**config.mk**
```make
export PLATFORM = sky130hd
export DESIGN_NAME = vid_slot_timer
export DESIGN_NICKNAME = d
export VERILOG_FILES = /design/src/rtl/vid_slot_timer.sv
export SDC_FILE = /design/constraint.sdc
export NUM_CORES = 1
export LEC_CHECK = 0
export BUFFER_PORTS_ARGS = -buffer_cell sky130_fd_sc_hd__buf_2
export CAP_MARGIN = 20
export CELL_PAD_IN_SITES_DETAIL_PLACEMENT = 1
export CELL_PAD_IN_SITES_GLOBAL_PLACEMENT = 1
export CORE_MARGIN = 1.5
export CORE_UTILIZATION = 40
export CTS_BUF_LIST = sky130_fd_sc_hd__clkbuf_8 sky130_fd_sc_hd__clkbuf_16
export DETAILED_ROUTE_END_ITERATION = 12
export PLACE_DENSITY = 0.77
export SYNTH_ARGS = -nofsm -noshare
export SYNTH_HDL_FRONTEND = slang
export SYNTH_SLANG_ARGS = --single-unit
```
**constraint.sdc**
```tcl
create_clock -name clk -period 5.5 [get_ports clk]
set_clock_uncertainty 0.05 [all_clocks]
set_input_delay 1.65 -clock clk [delete_from_list [all_inputs] [get_ports clk]]
set_output_delay 1.65 -clock clk [all_outputs]
set_load 0.02 [all_outputs]
```
**src/rtl/vid_slot_timer.sv**
```systemverilog
module vid_slot_timer #(
  parameter int LINES_PER_FRAME  = 262,
  parameter int LINE_W           = 9,
  parameter int WIDE_SLOT_CLKS   = 16,
  parameter int NARROW_SLOT_CLKS = 20,
  parameter int WIDE_JUMP_FROM   = 182,
  parameter int WIDE_JUMP_TO     = 229,
  parameter int NARROW_JUMP_FROM = 147,
  parameter int NARROW_JUMP_TO   = 233,
  parameter int SYNC_FIRST       = 230,
  parameter int SYNC_SLOTS       = 17,
  parameter int WIDE_LINE_SLOT   = 165,
  parameter int NARROW_LINE_SLOT = 133,
  parameter int VBLANK_DELAY     = 2,
  parameter int WIDE_HB_START    = 179,
  parameter int NARROW_HB_START  = 233
) (
  input  logic              clk,
  input  logic              rst,
  input  logic              wide_mode,
  input  logic              mode5,
  input  logic              vint_en,
  input  logic [LINE_W-1:0] first_inactive,
  output logic              slot_stb,
  output logic [7:0]        stb_slot,
  output logic [7:0]        cur_slot,
  output logic [LINE_W-1:0] line_cnt,
  output logic              line_stb,
  output logic              frame_start,
  output logic              hblank,
  output logic              vblank,
  output logic              vint_req
);
  localparam int MAX_CLKS = (NARROW_SLOT_CLKS > 20) ? NARROW_SLOT_CLKS : 20;
  localparam int ACC_W = $clog2(MAX_CLKS + 1);
  localparam logic [7:0] WJ_FROM = 8'(WIDE_JUMP_FROM);
  localparam logic [7:0] WJ_TO   = 8'(WIDE_JUMP_TO);
  localparam logic [7:0] NJ_FROM = 8'(NARROW_JUMP_FROM);
  localparam logic [7:0] NJ_TO   = 8'(NARROW_JUMP_TO);
  localparam logic [7:0] SYNC_LO = 8'(SYNC_FIRST);
  localparam logic [7:0] SYNC_HI = 8'(SYNC_FIRST + SYNC_SLOTS);
  localparam logic [7:0] W_LINE  = 8'(WIDE_LINE_SLOT);
  localparam logic [7:0] N_LINE  = 8'(NARROW_LINE_SLOT);
  localparam logic [7:0] W_VB    = 8'(WIDE_LINE_SLOT + VBLANK_DELAY);
  localparam logic [7:0] N_VB    = 8'(NARROW_LINE_SLOT + VBLANK_DELAY);
  localparam logic [7:0] W_HB    = 8'(WIDE_HB_START);
  localparam logic [7:0] N_HB    = 8'(NARROW_HB_START);
  localparam logic [LINE_W-1:0] LAST_LINE = LINE_W'(LINES_PER_FRAME - 1);

  function automatic logic [ACC_W-1:0] sync_len(input logic [7:0] idx);
    if (idx == 8'd0 || idx == 8'(SYNC_SLOTS - 1)) return ACC_W'(19);
    else if (idx[1:0] == 2'b00)                    return ACC_W'(18);
    else                                           return ACC_W'(20);
  endfunction

  logic [ACC_W-1:0]  acc;
  logic [ACC_W-1:0]  slot_len;
  logic [7:0]        slot_next;
  logic [LINE_W-1:0] line_next;
  logic [LINE_W-1:0] vint_line;
  logic              in_sync;
  logic              slot_done;
  logic [7:0]        line_slot;
  logic [7:0]        vb_slot;

  assign in_sync   = wide_mode && cur_slot >= SYNC_LO && cur_slot < SYNC_HI;
  assign slot_len  = !wide_mode ? ACC_W'(NARROW_SLOT_CLKS)
                   : in_sync    ? sync_len(cur_slot - SYNC_LO)
                   :              ACC_W'(WIDE_SLOT_CLKS);
  assign slot_done = acc == slot_len - ACC_W'(1);
  assign slot_next = ( wide_mode && cur_slot == WJ_FROM) ? WJ_TO
                   : (!wide_mode && cur_slot == NJ_FROM) ? NJ_TO
                   : cur_slot + 8'd1;
  assign line_slot = wide_mode ? W_LINE : N_LINE;
  assign vb_slot   = wide_mode ? W_VB : N_VB;
  assign line_next = (line_cnt == LAST_LINE) ? '0 : line_cnt + LINE_W'(1);
  assign vint_line = mode5 ? first_inactive : first_inactive + LINE_W'(1);
  assign hblank    = cur_slot >= (wide_mode ? W_HB : N_HB);

  always_ff @(posedge clk) begin
    if (rst) begin
      acc         <= '0;
      cur_slot    <= '0;
      stb_slot    <= '0;
      line_cnt    <= '0;
      slot_stb    <= 1'b0;
      line_stb    <= 1'b0;
      frame_start <= 1'b0;
      vblank      <= 1'b0;
      vint_req    <= 1'b0;
    end else begin
      slot_stb    <= 1'b0;
      line_stb    <= 1'b0;
      frame_start <= 1'b0;
      vint_req    <= 1'b0;
      if (slot_done) begin
        acc      <= '0;
        cur_slot <= slot_next;
        slot_stb <= 1'b1;
        stb_slot <= cur_slot;
        if (slot_next == line_slot) begin
          line_cnt    <= line_next;
          line_stb    <= 1'b1;
          frame_start <= line_cnt == LAST_LINE;
        end
        if (slot_next == vb_slot) begin
          if (line_cnt == first_inactive) vblank <= 1'b1;
          else if (line_cnt == '0)        vblank <= 1'b0;
          vint_req <= vint_en && line_cnt == vint_line;
        end
      end else begin
        acc <= acc + ACC_W'(1);
      end
    end
  end
endmodule


```
# ---- Word level (Yosys, flattened, before mapping)
# Cells that the tools add are included.
dict set report totals {
  register_bits 35
  latchBits 0
  ramBits 0
  rom_bits 0
  output_inout_bits 31
  elab_cells 62
  mem_count 0
}
dict set report classes {
  add_sub_neg 6
  n_mul 0
  div 0
  n_lt_le_gt_ge 3
  n_eq_ne 9
  n_shift 0
  muxes 15
  bitwise_logic 3
  reduce_logical 17
}
# cell count
set ops {}
lappend ops {{$add A9 B1 Y9 const B} 2}
lappend ops {{$eq A9 B9 Y1} 2}
lappend ops {{$mux W9} 2}
lappend ops {{$eq A8 B8 Y1} 2}
lappend ops {{$eq A8 B8 Y1 const B} 2}
lappend ops {{$mux W8} 2}
lappend ops {{$mux W6} 2}
lappend ops {{$mux W5} 2}
lappend ops {{$eq A9 B9 Y1 const B} 1}
lappend ops {{$logic_not A9 Y1} 1}
lappend ops {{$add A8 B1 Y8 const B} 1}
lappend ops {{$eq A8 B5 Y1 const B} 1}
lappend ops {{$ge A8 B8 Y1} 1}
lappend ops {{$ge A8 B8 Y1 const B} 1}
lappend ops {{$logic_not A8 Y1} 1}
lappend ops {{$lt A8 B8 Y1 const B} 1}
lappend ops {{$sub A8 B8 Y8 const B} 1}
lappend ops {{$mux W7} 1}
lappend ops {{$mux W3} 2}
lappend ops {{$reduce_or A3 Y1} 2}
lappend ops {{$add A5 B1 Y5 const B} 1}
lappend ops {{$eq A5 B5 Y1} 1}
lappend ops {{$logic_and A1 B1 Y1} 5}
lappend ops {{$sub A5 B1 Y5 const B} 1}
lappend ops {{9 further kinds} 15}

# ---- Logic depth before layout (Yosys ltp)
dict set report logic_depth {
  depth_word 10
  depth_mapped 16
  ltp_nobuf 13
}

# ---- Least setup slack after synthesis
# No wires, ideal clock.
dict set report synth_timing {
  kind {input to output}
  startpoint {input wide_mode}
  endpoint {output hblank}
  arrival_time_ns 2.851
  required_ns 3.800
  setup_slack_ns 0.949
  path_stages 7
  n_path_buf 0
  cell_sequence {inv_1 ha_1 a211o_1 a21o_1 a21oi_1 nor2_1 o21a_1}
}
dict set report synth_between {
  elab_chain_len 2
}
# item line
set synth_rtl {}
lappend synth_rtl {{start: declaration} 20} ;# input logic wide_mode,
lappend synth_rtl {{$mux W7} 78} ;# assign hblank = cur_slot >= (wide_mode ? W_HB : N_HB);
lappend synth_rtl {{$ge A8 B8 Y1} 78}
lappend synth_rtl {{end: declaration} 30} ;# output logic hblank,
# Every way passes these cells.

# ---- Worst setup path after layout
# Same ends and word-level chain as after synthesis.

==> flow_summary.json <==
{
  "power_density_relative_to_cell_area_nw_per_um2": 176.5,
  "area_enclosed_by_the_die_boundary_sq_um": 6545,
  "synthArstFlopShare_pct": 0,
  "ys_seq_elements": 35,
  "post-route-period-util_pct": 89.36,
  "synth_area_sq_um": 2427,
  "ys.warnings.count": 0,
  "slew_headroom_pct": 59.58,
  "fp.coreArea_sq_um": 5886,
  "worstMarginPinSlew_ps": 606.3,
  "hold_path_class": "flop to flop",
  "synth_ff_type": "sky130_fd_sc_hd__dfxtp_1",
  "number_of_i_o_port_buffers": 44,
  "first_pass_grt_wire_length_um": 11120,
  "finalCriticalPeriod_ps": 4915,
  "ioPinCount": 45,
  "data_arrival_at_the_endpoint_of_the_critical_path_ps": 3220,
  "worst_setup_path_end_kind": "output port",
  "route.antenna.remaining_nets": 0,
  "top_library_cells_by_usage_in_the_layout_fill_and_taps_aside": "sky130_fd_sc_hd__buf_2 (44), sky130_fd_sc_hd__nand2_1 (39), sky130_fd_sc_hd__dfxtp_1 (35)",
  "clock_sinks": 35,
  "clk_path_buf_depth": 2,
  "antenna_cells": 0,
  "synth_enable_flop_cells": 0,
  "avgSynthCellArea_sq_um": 7.805,
  "synth_seq_area_share_pct": 28.87,
  "hold_viol": 0,
  "first_iter_violations": 74,
  "die_y_um": 80.90,
  "setup_viol": 0,
  "place_area_sq_um": 2643,
  "drt_total_wl_um": 6791,
  "total_non_filler_cell_area_in_the_finished_layout_sq_um": 2728,
  "cts_tree": "yes",
  "critical_path_class": "input port to output port",
  "clk_latency_ps": 290,
  "cts_setup_buffers": 0,
  "cap_violations": 0,
  "syn-num-nets": 340,
  "fp-row-count": 28,
  "cts_hold_repair.buffers": 0,
  "ir_worst_vdd_v": 0.0001296,
  "place.gp.congestion": 0.8669,
  "finalMaxSlewViolations": 0,
  "clock.fmax_ghz": 0.2035,
  "final_layout_size_suffix_gt1_share_pct": 16.96,
  "mostFrequentLayoutCell": "sky130_fd_sc_hd__buf_2",
  "via_count": 2375,
  "worst-endpoint-required_ps": 3800,
  "layout.filler_cells": 765,
  "cts_resized": 0,
  "synthesis.instances": 311,
  "die_width_um": 80.90,
  "worst-path-max-fanout": 7,
  "synthDistinctLibCells": 54,
  "place.detailed.hpwl_um": 4889,
  "ctsRootBufferMaster": "sky130_fd_sc_hd__clkbuf_8",
  "h-tree-depth": 2,
  "rsz0062_at_grt": "false",
  "effective_utilization_at_floorplan_pct": 41.24,
  "grt_antenna_before_repair": 0,
  "finalHoldWorstSlack_ps": 402.6,
  "clk_transition_reported_paths_ps": 70,
  "grt_usage_pct": 21.83,
  "vias_per_cell": 5.695,
  "fin_nets": 370,
  "p_leak_nw": 1.093,
  "cts_inserted_buffers": 5,
  "grt_pass1_vias": 2293,
  "tritonroute_pass_1_iters": 4,
  "grt_overflow": 0,
  "start_kind": "input port",
  "final.setup.tns_ps": 0,
  "route.detailed.drc": 0,
  "outcome": "finished clean",
  "area_growth_syn_to_layout_pct": 12.37,
  "pin_count_of_the_biggest_net_entering_global_routing": 33,
  "average_wire_per_cell_in_the_routed_design_um": 16.29
}
## cells by family after synthesis
kind of cell             count (synthesis)  synth area share [%]
adder cells (fa/ha/maj)                 15                 7.732
flip-flops                              35                 28.87
buffers and inverters                   28                 5.155
AO/OA/AOI/OAI                           73                 20.15
AND/OR/NAND/NOR                        133                 28.30
XOR/XNOR                                26                 9.382
multiplexers                             1                0.4124
## worst max-delay path: stages
cell	delay, ps
sky130_fd_sc_hd__buf_2	150
sky130_fd_sc_hd__inv_1	130
sky130_fd_sc_hd__ha_1	310
sky130_fd_sc_hd__a211o_1	300
sky130_fd_sc_hd__a21o_1	180
sky130_fd_sc_hd__a21oi_1	140
sky130_fd_sc_hd__nor2_1	50
sky130_fd_sc_hd__o21a_1	150
sky130_fd_sc_hd__buf_2	150
## layout make-up
type | instances | area, sq um | share of cell area (%)
inverters | 7 | 26.28 | 0.9633
clock buffers | 5 | 68.82 | 2.523
flip-flops and latches | 35 | 700.7 | 25.69
multi-input cells | 248 | 1602 | 58.72
repair buffers | 44 | 220.2 | 8.073
well taps | 75 | 93.84 | 3.440
clock inverters | 3 | 16.27 | 0.5963
## flip-flops by register name, indices dropped and copies added, names as in the netlist
register / flops
acc: 5
cur_slot: 8
frame_start: 1
line_cnt: 9
line_stb: 1
slot_stb: 1
stb_slot: 8
vblank: 1
vint_req: 1
## power by group
group | total [mW] | switching, mW | internal [mW]
Sequential | 0.258 | 0.00237 | 0.255
Clock | 0.186 | 0.0992 | 0.0867
Combinational | 0.0379 | 0.0221 | 0.0158
Total | 0.481 | 0.124 | 0.358
## path summary, 6_finish.rpt
path         slack [ps]  cells after the start   startpoint          end
max                 580                      9    wide_mode       hblank
max reg2reg        1850                     12  cur_slot[0]  line_cnt[4]
min reg2reg         400                      2  stb_slot[7]  stb_slot[7]
min                 400                      2  stb_slot[7]  stb_slot[7]
## stage by stage
step / std cells / worst slack [ps] / total power, mW / utilization [%]
2_1_floorplan: 311 / 949.1 / 0.2876 / -
3_3_place_gp: 409 / 644.4 / 0.3002 / 44.90
3_5_place_dp: 409 / 592.3 / 0.3014 / 44.90
4_1_cts: 417 / 579.6 / 0.4872 / 46.34
5_1_grt: 417 / 492.3 / 0.5017 / 46.34
6_report: 417 / 585.0 / 0.4814 / 46.34
## cells in the mapped netlist (3+ instances only)
library cell               number  area (sq um)
sky130_fd_sc_hd__nand3b_1       4         30.03
sky130_fd_sc_hd__and3_1         6         37.54
sky130_fd_sc_hd__nand4_1        7         43.79
sky130_fd_sc_hd__o21ai_1        9         45.04
sky130_fd_sc_hd__buf_4          3         22.52
sky130_fd_sc_hd__clkbuf_1       9         33.78
sky130_fd_sc_hd__nor2b_1        3         18.77
sky130_fd_sc_hd__xnor2_1       18         157.7
sky130_fd_sc_hd__nand3_1       17         85.08
sky130_fd_sc_hd__ha_1          15         187.7
sky130_fd_sc_hd__or3_1          5         31.28
sky130_fd_sc_hd__nand2_1       39         146.4
sky130_fd_sc_hd__dfxtp_1       35         700.7
sky130_fd_sc_hd__o21ai_0        6         30.03
sky130_fd_sc_hd__inv_1          7         26.28
sky130_fd_sc_hd__xor2_1         8         70.07
sky130_fd_sc_hd__nand2b_1       3         18.77
sky130_fd_sc_hd__a21o_1         3         22.52
sky130_fd_sc_hd__nor2_1        20         75.07
sky130_fd_sc_hd__buf_2          7         35.03
sky130_fd_sc_hd__nor3_1        12         60.06
sky130_fd_sc_hd__a21oi_1       31         155.2
## layer usage
metal / GRT usage (%) / vias up / wire length [um]
li1: - / 1169 / -
met1: 27.46 / 1159 / 3168
met2: 37.67 / 39 / 3349
met3: 4.157 / 8 / 190
met4: 6.379 / 0 / 82
met5: 0 / - / 0
No activity file was read; power rests on OpenSTA's default activity.
